File: config.mk
export PLATFORM = sky130hd
export DESIGN_NAME = pix_evt_seq
export DESIGN_NICKNAME = d
export VERILOG_FILES = /design/src/rtl/pix_evt_pkg.sv /design/src/rtl/pix_chg_catch.sv /design/src/rtl/pix_exp_seq.sv /design/src/rtl/pix_evt_port.sv /design/src/rtl/pix_evt_seq.sv
export SDC_FILE = /design/constraint.sdc
export NUM_CORES = 1
export LEC_CHECK = 0
export CAP_MARGIN = 20
export CORE_ASPECT_RATIO = 0.5
export CORE_MARGIN = 8
export CORE_UTILIZATION = 63
export CTS_CLUSTER_DIAMETER = 200
export DETAILED_ROUTE_END_ITERATION = 16
export DONT_BUFFER_PORTS = 1
export GPL_TIMING_DRIVEN = 1
export PLACE_DENSITY = 0.86
export SLEW_MARGIN = 10
export SYNTH_ARGS = -nofsm -noshare
export SYNTH_HDL_FRONTEND = slang
export SYNTH_HIERARCHICAL = 1
export SYNTH_SLANG_ARGS = --single-unit
File: constraint.sdc
create_clock -name clk -period 3.9 [get_ports clk]
set_input_delay 0.195 -clock clk [delete_from_list [all_inputs] [get_ports clk]]
set_output_delay 0.195 -clock clk [all_outputs]
set_load 0.02 [all_outputs]
File: src/rtl/pix_evt_pkg.sv
package pix_evt_pkg;
  typedef enum logic [2:0] {
    S_IDLE  = 3'd0,
    S_ARM   = 3'd1,
    S_WT1   = 3'd2,
    S_WT2   = 3'd3,
    S_HOLD2 = 3'd4
  } exp_st_t;

  typedef enum logic [1:0] {
    P_IDLE = 2'd0,
    P_REQ  = 2'd1,
    P_REL  = 2'd2
  } port_st_t;
endpackage

File: src/rtl/pix_chg_catch.sv
module pix_chg_catch (
  input  logic clk,
  input  logic rst,
  input  logic up,
  input  logic dn,
  input  logic hold,
  input  logic pop,
  output logic full,
  output logic pol,
  output logic new_evt
);
  // a crossing is taken only while the holder is empty (detector out of reset)
  assign new_evt = !full && !hold && (up || dn);

  always_ff @(posedge clk) begin
    if (rst) begin
      full <= 1'b0;
      pol  <= 1'b0;
    end else if (pop) begin
      full <= 1'b0;
    end else if (new_evt) begin
      full <= 1'b1;
      pol  <= up;
    end
  end

  assert_chg_kept_R3: assert property (@(posedge clk) disable iff (rst)
    (full && !pop) |=> (full && $stable(pol)));
endmodule

File: src/rtl/pix_exp_seq.sv
module pix_exp_seq
  import pix_evt_pkg::*;
#(
  parameter int CNT_W = 16
) (
  input  logic             clk,
  input  logic             rst,
  input  logic             thr1,
  input  logic             thr2,
  input  logic             chg_new,
  input  logic             chg_pop,
  input  logic             exp_pop,
  output logic             run,
  output logic             hold2,
  output logic             exp_full,
  output logic             exp_second,
  output logic [CNT_W-1:0] exp_ival,
  output logic             exp_ovf
);
  localparam logic [CNT_W-1:0] MAXV = '1;

  exp_st_t          st;
  logic [CNT_W-1:0] cnt;
  logic [CNT_W-1:0] pend_ival;
  logic             pend_ovf;

  logic             push1, fin, push2, push;
  logic             at_max;
  logic [CNT_W-1:0] push_ival;
  logic             push_ovf;

  assign at_max = (cnt == MAXV);
  assign push1  = (st == S_WT1) && thr1 && !exp_full && !chg_new;
  assign fin    = (st == S_WT2) && (thr2 || at_max) && !chg_new;
  assign push2  = (fin && !exp_full) || ((st == S_HOLD2) && !exp_full);
  assign push   = push1 || push2;

  always_comb begin
    if (push1) begin
      push_ival = '0;
      push_ovf  = 1'b0;
    end else if (st == S_HOLD2) begin
      push_ival = pend_ival;
      push_ovf  = pend_ovf;
    end else begin
      push_ival = cnt;
      push_ovf  = at_max && !thr2;
    end
  end

  assign run   = (st == S_WT1) || (st == S_WT2);
  assign hold2 = (st == S_HOLD2);

  // one-deep exposure event holder
  always_ff @(posedge clk) begin
    if (rst) begin
      exp_full   <= 1'b0;
      exp_second <= 1'b0;
      exp_ival   <= '0;
      exp_ovf    <= 1'b0;
    end else if (exp_pop) begin
      exp_full <= 1'b0;
    end else if (push) begin
      exp_full   <= 1'b1;
      exp_second <= !push1;
      exp_ival   <= push_ival;
      exp_ovf    <= push_ovf;
    end
  end

  // measurement sequencer and interval counter
  always_ff @(posedge clk) begin
    if (rst) begin
      st        <= S_IDLE;
      cnt       <= '0;
      pend_ival <= '0;
      pend_ovf  <= 1'b0;
    end else if (chg_new) begin
      st <= S_ARM;
    end else begin
      case (st)
        S_ARM: if (chg_pop) st <= S_WT1;
        S_WT1: if (push1) begin
          cnt <= CNT_W'(1);
          st  <= S_WT2;
        end
        S_WT2: begin
          if (fin) begin
            pend_ival <= cnt;
            pend_ovf  <= at_max && !thr2;
            st        <= exp_full ? S_HOLD2 : S_IDLE;
          end else begin
            cnt <= cnt + CNT_W'(1);
          end
        end
        S_HOLD2: if (!exp_full) st <= S_IDLE;
        default: st <= st;
      endcase
    end
  end

  assert_exp_kept_R9: assert property (@(posedge clk) disable iff (rst)
    (exp_full && !exp_pop) |=> (exp_full && $stable(exp_ival) && $stable(exp_second)));
  assert_start_after_send_R5: assert property (@(posedge clk) disable iff (rst)
    $rose(run) |-> $past(chg_pop));
  assert_abort_R7: assert property (@(posedge clk) disable iff (rst)
    chg_new |=> (st == S_ARM));
endmodule

File: src/rtl/pix_evt_port.sv
module pix_evt_port
  import pix_evt_pkg::*;
#(
  parameter int X_W    = 9,
  parameter int Y_W    = 8,
  parameter int CNT_W  = 16,
  parameter int X_ADDR = 0,
  parameter int Y_ADDR = 0,
  localparam int W     = X_W + Y_W + 1
) (
  input  logic             clk,
  input  logic             rst,
  input  logic             chg_full,
  input  logic             chg_pol,
  input  logic             exp_full,
  input  logic             exp_second,
  input  logic [CNT_W-1:0] exp_ival,
  input  logic             exp_ovf,
  input  logic             ack,
  output logic             req,
  output logic [W-1:0]     evt_word,
  output logic             evt_exp,
  output logic [CNT_W-1:0] evt_ival,
  output logic             evt_ovf,
  output logic             chg_pop,
  output logic             exp_pop
);
  localparam logic [X_W-1:0] XA = X_W'(X_ADDR);
  localparam logic [Y_W-1:0] YA = Y_W'(Y_ADDR);

  port_st_t pst;
  logic     sel_exp;

  assign chg_pop = (pst == P_REQ) && ack && !sel_exp;
  assign exp_pop = (pst == P_REQ) && ack && sel_exp;

  always_ff @(posedge clk) begin
    if (rst) begin
      pst      <= P_IDLE;
      req      <= 1'b0;
      sel_exp  <= 1'b0;
      evt_word <= '0;
      evt_exp  <= 1'b0;
      evt_ival <= '0;
      evt_ovf  <= 1'b0;
    end else begin
      case (pst)
        P_IDLE: begin
          if (chg_full) begin
            evt_word <= {XA, YA, chg_pol};
            evt_exp  <= 1'b0;
            evt_ival <= '0;
            evt_ovf  <= 1'b0;
            sel_exp  <= 1'b0;
            req      <= 1'b1;
            pst      <= P_REQ;
          end else if (exp_full) begin
            evt_word <= {XA, YA, exp_second};
            evt_exp  <= 1'b1;
            evt_ival <= exp_ival;
            evt_ovf  <= exp_ovf;
            sel_exp  <= 1'b1;
            req      <= 1'b1;
            pst      <= P_REQ;
          end
        end
        P_REQ: if (ack) begin
          req <= 1'b0;
          pst <= P_REL;
        end
        P_REL: if (!ack) pst <= P_IDLE;
        default: pst <= P_IDLE;
      endcase
    end
  end

  assert_word_hold_R8: assert property (@(posedge clk) disable iff (rst)
    (req && !ack) |=> (req && $stable(evt_word) && $stable(evt_ival)));
  assert_req_release_R8: assert property (@(posedge clk) disable iff (rst)
    $fell(req) |-> $past(ack));
  assert_chg_first_R9: assert property (@(posedge clk) disable iff (rst)
    ((pst == P_IDLE) && chg_full && exp_full) |=> (req && !evt_exp));
endmodule

File: src/rtl/pix_evt_seq.sv
module pix_evt_seq #(
  parameter int X_W    = 9,
  parameter int Y_W    = 8,
  parameter int CNT_W  = 16,
  parameter int X_ADDR = 0,
  parameter int Y_ADDR = 0,
  localparam int W     = X_W + Y_W + 1
) (
  input  logic             clk,
  input  logic             rst,
  input  logic             chg_up,
  input  logic             chg_dn,
  input  logic             thr1,
  input  logic             thr2,
  input  logic             ack,
  output logic             req,
  output logic [W-1:0]     evt_word,
  output logic             evt_exp,
  output logic [CNT_W-1:0] evt_ival,
  output logic             evt_ovf,
  output logic             cd_rst,
  output logic             exp_run
);
  logic             chg_full, chg_pol, chg_new, chg_pop;
  logic             exp_full, exp_second, exp_ovf, exp_pop, hold2;
  logic [CNT_W-1:0] exp_ival;

  pix_chg_catch u_chg (
    .clk(clk), .rst(rst), .up(chg_up), .dn(chg_dn), .hold(hold2),
    .pop(chg_pop), .full(chg_full), .pol(chg_pol), .new_evt(chg_new)
  );

  pix_exp_seq #(.CNT_W(CNT_W)) u_exp (
    .clk(clk), .rst(rst), .thr1(thr1), .thr2(thr2), .chg_new(chg_new),
    .chg_pop(chg_pop), .exp_pop(exp_pop), .run(exp_run), .hold2(hold2),
    .exp_full(exp_full), .exp_second(exp_second), .exp_ival(exp_ival),
    .exp_ovf(exp_ovf)
  );

  pix_evt_port #(
    .X_W(X_W), .Y_W(Y_W), .CNT_W(CNT_W), .X_ADDR(X_ADDR), .Y_ADDR(Y_ADDR)
  ) u_port (
    .clk(clk), .rst(rst), .chg_full(chg_full), .chg_pol(chg_pol),
    .exp_full(exp_full), .exp_second(exp_second), .exp_ival(exp_ival),
    .exp_ovf(exp_ovf), .ack(ack), .req(req), .evt_word(evt_word),
    .evt_exp(evt_exp), .evt_ival(evt_ival), .evt_ovf(evt_ovf),
    .chg_pop(chg_pop), .exp_pop(exp_pop)
  );

  assign cd_rst = chg_full;
endmodule

==> flow_metrics.tcl <==
set metrics [dict create \
    wl_met1_mm 3.90 \
    cts_tree "yes" \
    rsz0062_at_grt "false" \
    reg2reg_to "u_exp/exp_ival[4]$_SDFFE_PP0P_" \
    dieArea_sq_um 8890 \
    ioPinCount 46 \
    rows 20 \
    synth_most_common_cell "dfxtp_1" \
    hold_viol_final 0 \
    slew_headroom 0.246 \
    grt_pass1_vias 2920 \
    yosysTopAreaCell "dfxtp_1" \
    cellLeakagePower_nw 1.45 \
    fin_ws_ns 0.865 \
    fin_nets 433 \
    drt-initial-drc-count 531 \
    reg2reg_from "u_exp/st[2]$_SDFFE_PP0P_" \
    yosysWarnings 6 \
    area_growth_pct 6.42 \
    dpl-instance-area_sq_um 3690 \
    top_layer "met4" \
    wirelength_mm 9.08 \
    fin_area_sq_um 4030 \
    worst_ep_arrival_time_ns 3.25 \
    antenna_cells 0 \
    yosys-top-cells-count "dfxtp_1 (79), a21oi_1 (48), nor2_1 (47)" \
    hold_path_end "u_port/pst[1]$_SDFFE_PP0P_" \
    netlist_area_sq_um 3780 \
    multi_input_area_sq_um 1970 \
    peakVddDrop_uv 195 \
    grt_max_degree 63 \
    gp_congestion 0.869 \
    firstDrtPassIters 7 \
    holdCritPathClass "input port to register" \
    drv_slew 0 \
    synth_seq_area_share 0.418 \
    regToRegSetupSlack_ns 0.86 \
    status "finished clean" \
    fin_crit_sh 0.778 \
    die_h_um 70.8 \
    synth_top_area_share 0.418 \
    synth_cell_type_count 58 \
    ys_top_cells_by_area "dfxtp_1 (42%), mux2i_1 (9.0%), a21oi_1 (6.4%)" \
    startpoint_type "register" \
    io_buffers 0 \
    hpwl_mm 5.64 \
    synthArstFlopShare 0 \
    overflow 0 \
    r2r_cells 9 \
    cts_buffer_depth 2 \
    maxCapViolCount 0 \
    cts_root_buf "clkbuf_16" \
    syn_avg_cell_area_sq_um 8.62 \
    tightestPinTransition_ns 1.13 \
    crit_type "register to register" \
    finalSetupViolations 0 \
    crit_fanout 19 \
    synth-edff-count 0 \
    cts_resized 0 \
    power_density_nw_per_um2 430 \
    holdBufCountCts 2 \
    seqCellArea_sq_um 1580 \
    critical_path_required_ns 4.12 \
    fin_tns_setup_ns 0 \
    worst_setup_path_end_kind "register" \
    antenna_found_initial 0 \
    grt_pass1_wl_mm 14.6 \
    met3_length_um 986 \
    finalCriticalPeriod_ns 3.04 \
    fin_worst_skew_ns 0.00790 \
    clk_pin_slew_ns 0.07 \
    wl_per_cell_um 17.9 \
    htreeDepth 3 \
    numCtsBuffers 9 \
    start_util 0.638 \
    min_from "ack" \
    syn_inst 439 \
    wl_met2_mm 4.03 \
    hold_depth 1 \
    vias_per_cell 6.36 \
    coreArea_sq_um 5930 \
    vias 3224 \
    clkSinkCount 79 \
    synth-seq-cells 79 \
    synth_ff_type "dfxtp_1" \
    max_freq_mhz 329 \
    die_x_um 126 \
    drive_gt1_frac 0.0907 \
    place_ws_ns 0.973 \
    track_usage 0.202 \
    post_cts_buffers 0 \
    antenna_left 0 \
    drc 0 \
    clock_latency_ns 0.34 \
    fillCellCount 440 \
]
cells in the final DEF, fill, tap and decap left out, types with 6 or more instances in the layout:
master,netlist,final
mux2i_1,34,34
nand2_1,45,45
nor2_1,47,47
inv_1,6,6
o21ai_0,25,24
dfxtp_1,79,79
nor3_1,7,7
nand4b_1,17,17
clkbuf_16,0,9
conb_1,1,17
or3_1,6,6
a21oi_1,48,48
metal layers:
metal | GRT usage | vias to the layer above
met3 | 0.0870 | 22
met2 | 0.300 | 165
met5 | 0 | -
met4 | 0.0749 | 0
li1 | - | 1501
met1 | 0.257 | 1536
worst max path at each step:
stage / startpoint / endpoint / depth (start not counted)
2_1_floorplan: u_exp/st[0]$_SDFFE_PP0P_ / u_exp/exp_ival[10]$_SDFFE_PP0P_ / 14
3_3_place_gp: u_exp/st[2]$_SDFFE_PP0P_ / u_exp/cnt[12]$_SDFFE_PP0P_ / 8
3_5_place_dp: u_exp/st[2]$_SDFFE_PP0P_ / u_exp/cnt[12]$_SDFFE_PP0P_ / 8
4_1_cts: u_exp/st[2]$_SDFFE_PP0P_ / u_exp/exp_ival[14]$_SDFFE_PP0P_ / 9
5_1_grt: u_exp/st[2]$_SDFFE_PP0P_ / u_exp/exp_ival[14]$_SDFFE_PP0P_ / 9
6_report: u_exp/st[2]$_SDFFE_PP0P_ / u_exp/exp_ival[4]$_SDFFE_PP0P_ / 9
power by group:
group | internal, W | switching [W]
clock | 0.000458 | 0.000346
sequential | 0.000815 | 0.0000211
combinational | 0.0000264 | 0.0000629
total | 0.00130 | 0.000430
cells by family (layout without fill, tap and decap cells):
logic type | Yosys count | in the layout | synth area share
and+or+nand+nor | 163 | 163 | 0.234
AOI/OAI and AO/OA | 103 | 103 | 0.162
DFF | 79 | 79 | 0.418
buffers and inverters | 53 | 28 | 0.0801
muxes | 34 | 34 | 0.0900
xor gates and xnor gates | 5 | 5 | 0.0116
adders and majority gates | 1 | 1 | 0.00331
other | 1 | 17 | 0.000991
per-stage QoR:
| step | util | total power (W) | std cells | hold WS, ns |
|---|---|---|---|---|
| after floorplan | - | 0.000939 | 455 | 0.264 |
| after global placement | 0.623 | 0.000926 | 489 | 0.272 |
| after detailed placement | 0.623 | 0.000927 | 489 | 0.273 |
| after CTS | 0.679 | 0.00173 | 507 | 0.0139 |
| after global routing | 0.679 | 0.00178 | 507 | 0.00734 |
| final | 0.679 | 0.00173 | 507 | 0.0156 |
worst max-delay path, cell delays in order, from the launching register on:
cell	delay [ns]
dfxtp_1	0.42
or3b_2	0.66
clkinv_1	0.11
nor3_1	0.11
or3b_1	0.55
o21ai_1	0.26
o2bb2ai_2	0.13
buf_4	0.32
mux2i_1	0.28
nor2_1	0.07
cell type report:
type | instances | area share
clock buffer | 10 | 0.0594
multi-input combinational | 323 | 0.489
sequential | 79 | 0.393
clock inverter | 6 | 0.0134
tap | 77 | 0.0239
timing repair buffer | 5 | 0.0149
inverter | 7 | 0.00653
state kept, by name (all words and copies together) (netlist names):
| register | flops |
|---|---|
| u_exp/exp_ovf | 1 |
| u_port/req | 1 |
| u_port/sel_exp | 1 |
| u_port/pst | 2 |
| u_port/evt_ival | 16 |
| u_exp/exp_second | 1 |
| u_exp/pend_ival | 16 |
| u_chg/full | 1 |
| u_exp/st | 3 |
| u_exp/exp_full | 1 |
| u_exp/cnt | 16 |
| u_exp/pend_ovf | 1 |
| u_exp/exp_ival | 16 |
| u_port/evt_ovf | 1 |
| u_chg/pol | 1 |
| u_port/evt_word | 1 |
Note: power is estimated with default switching activity, not from simulation.
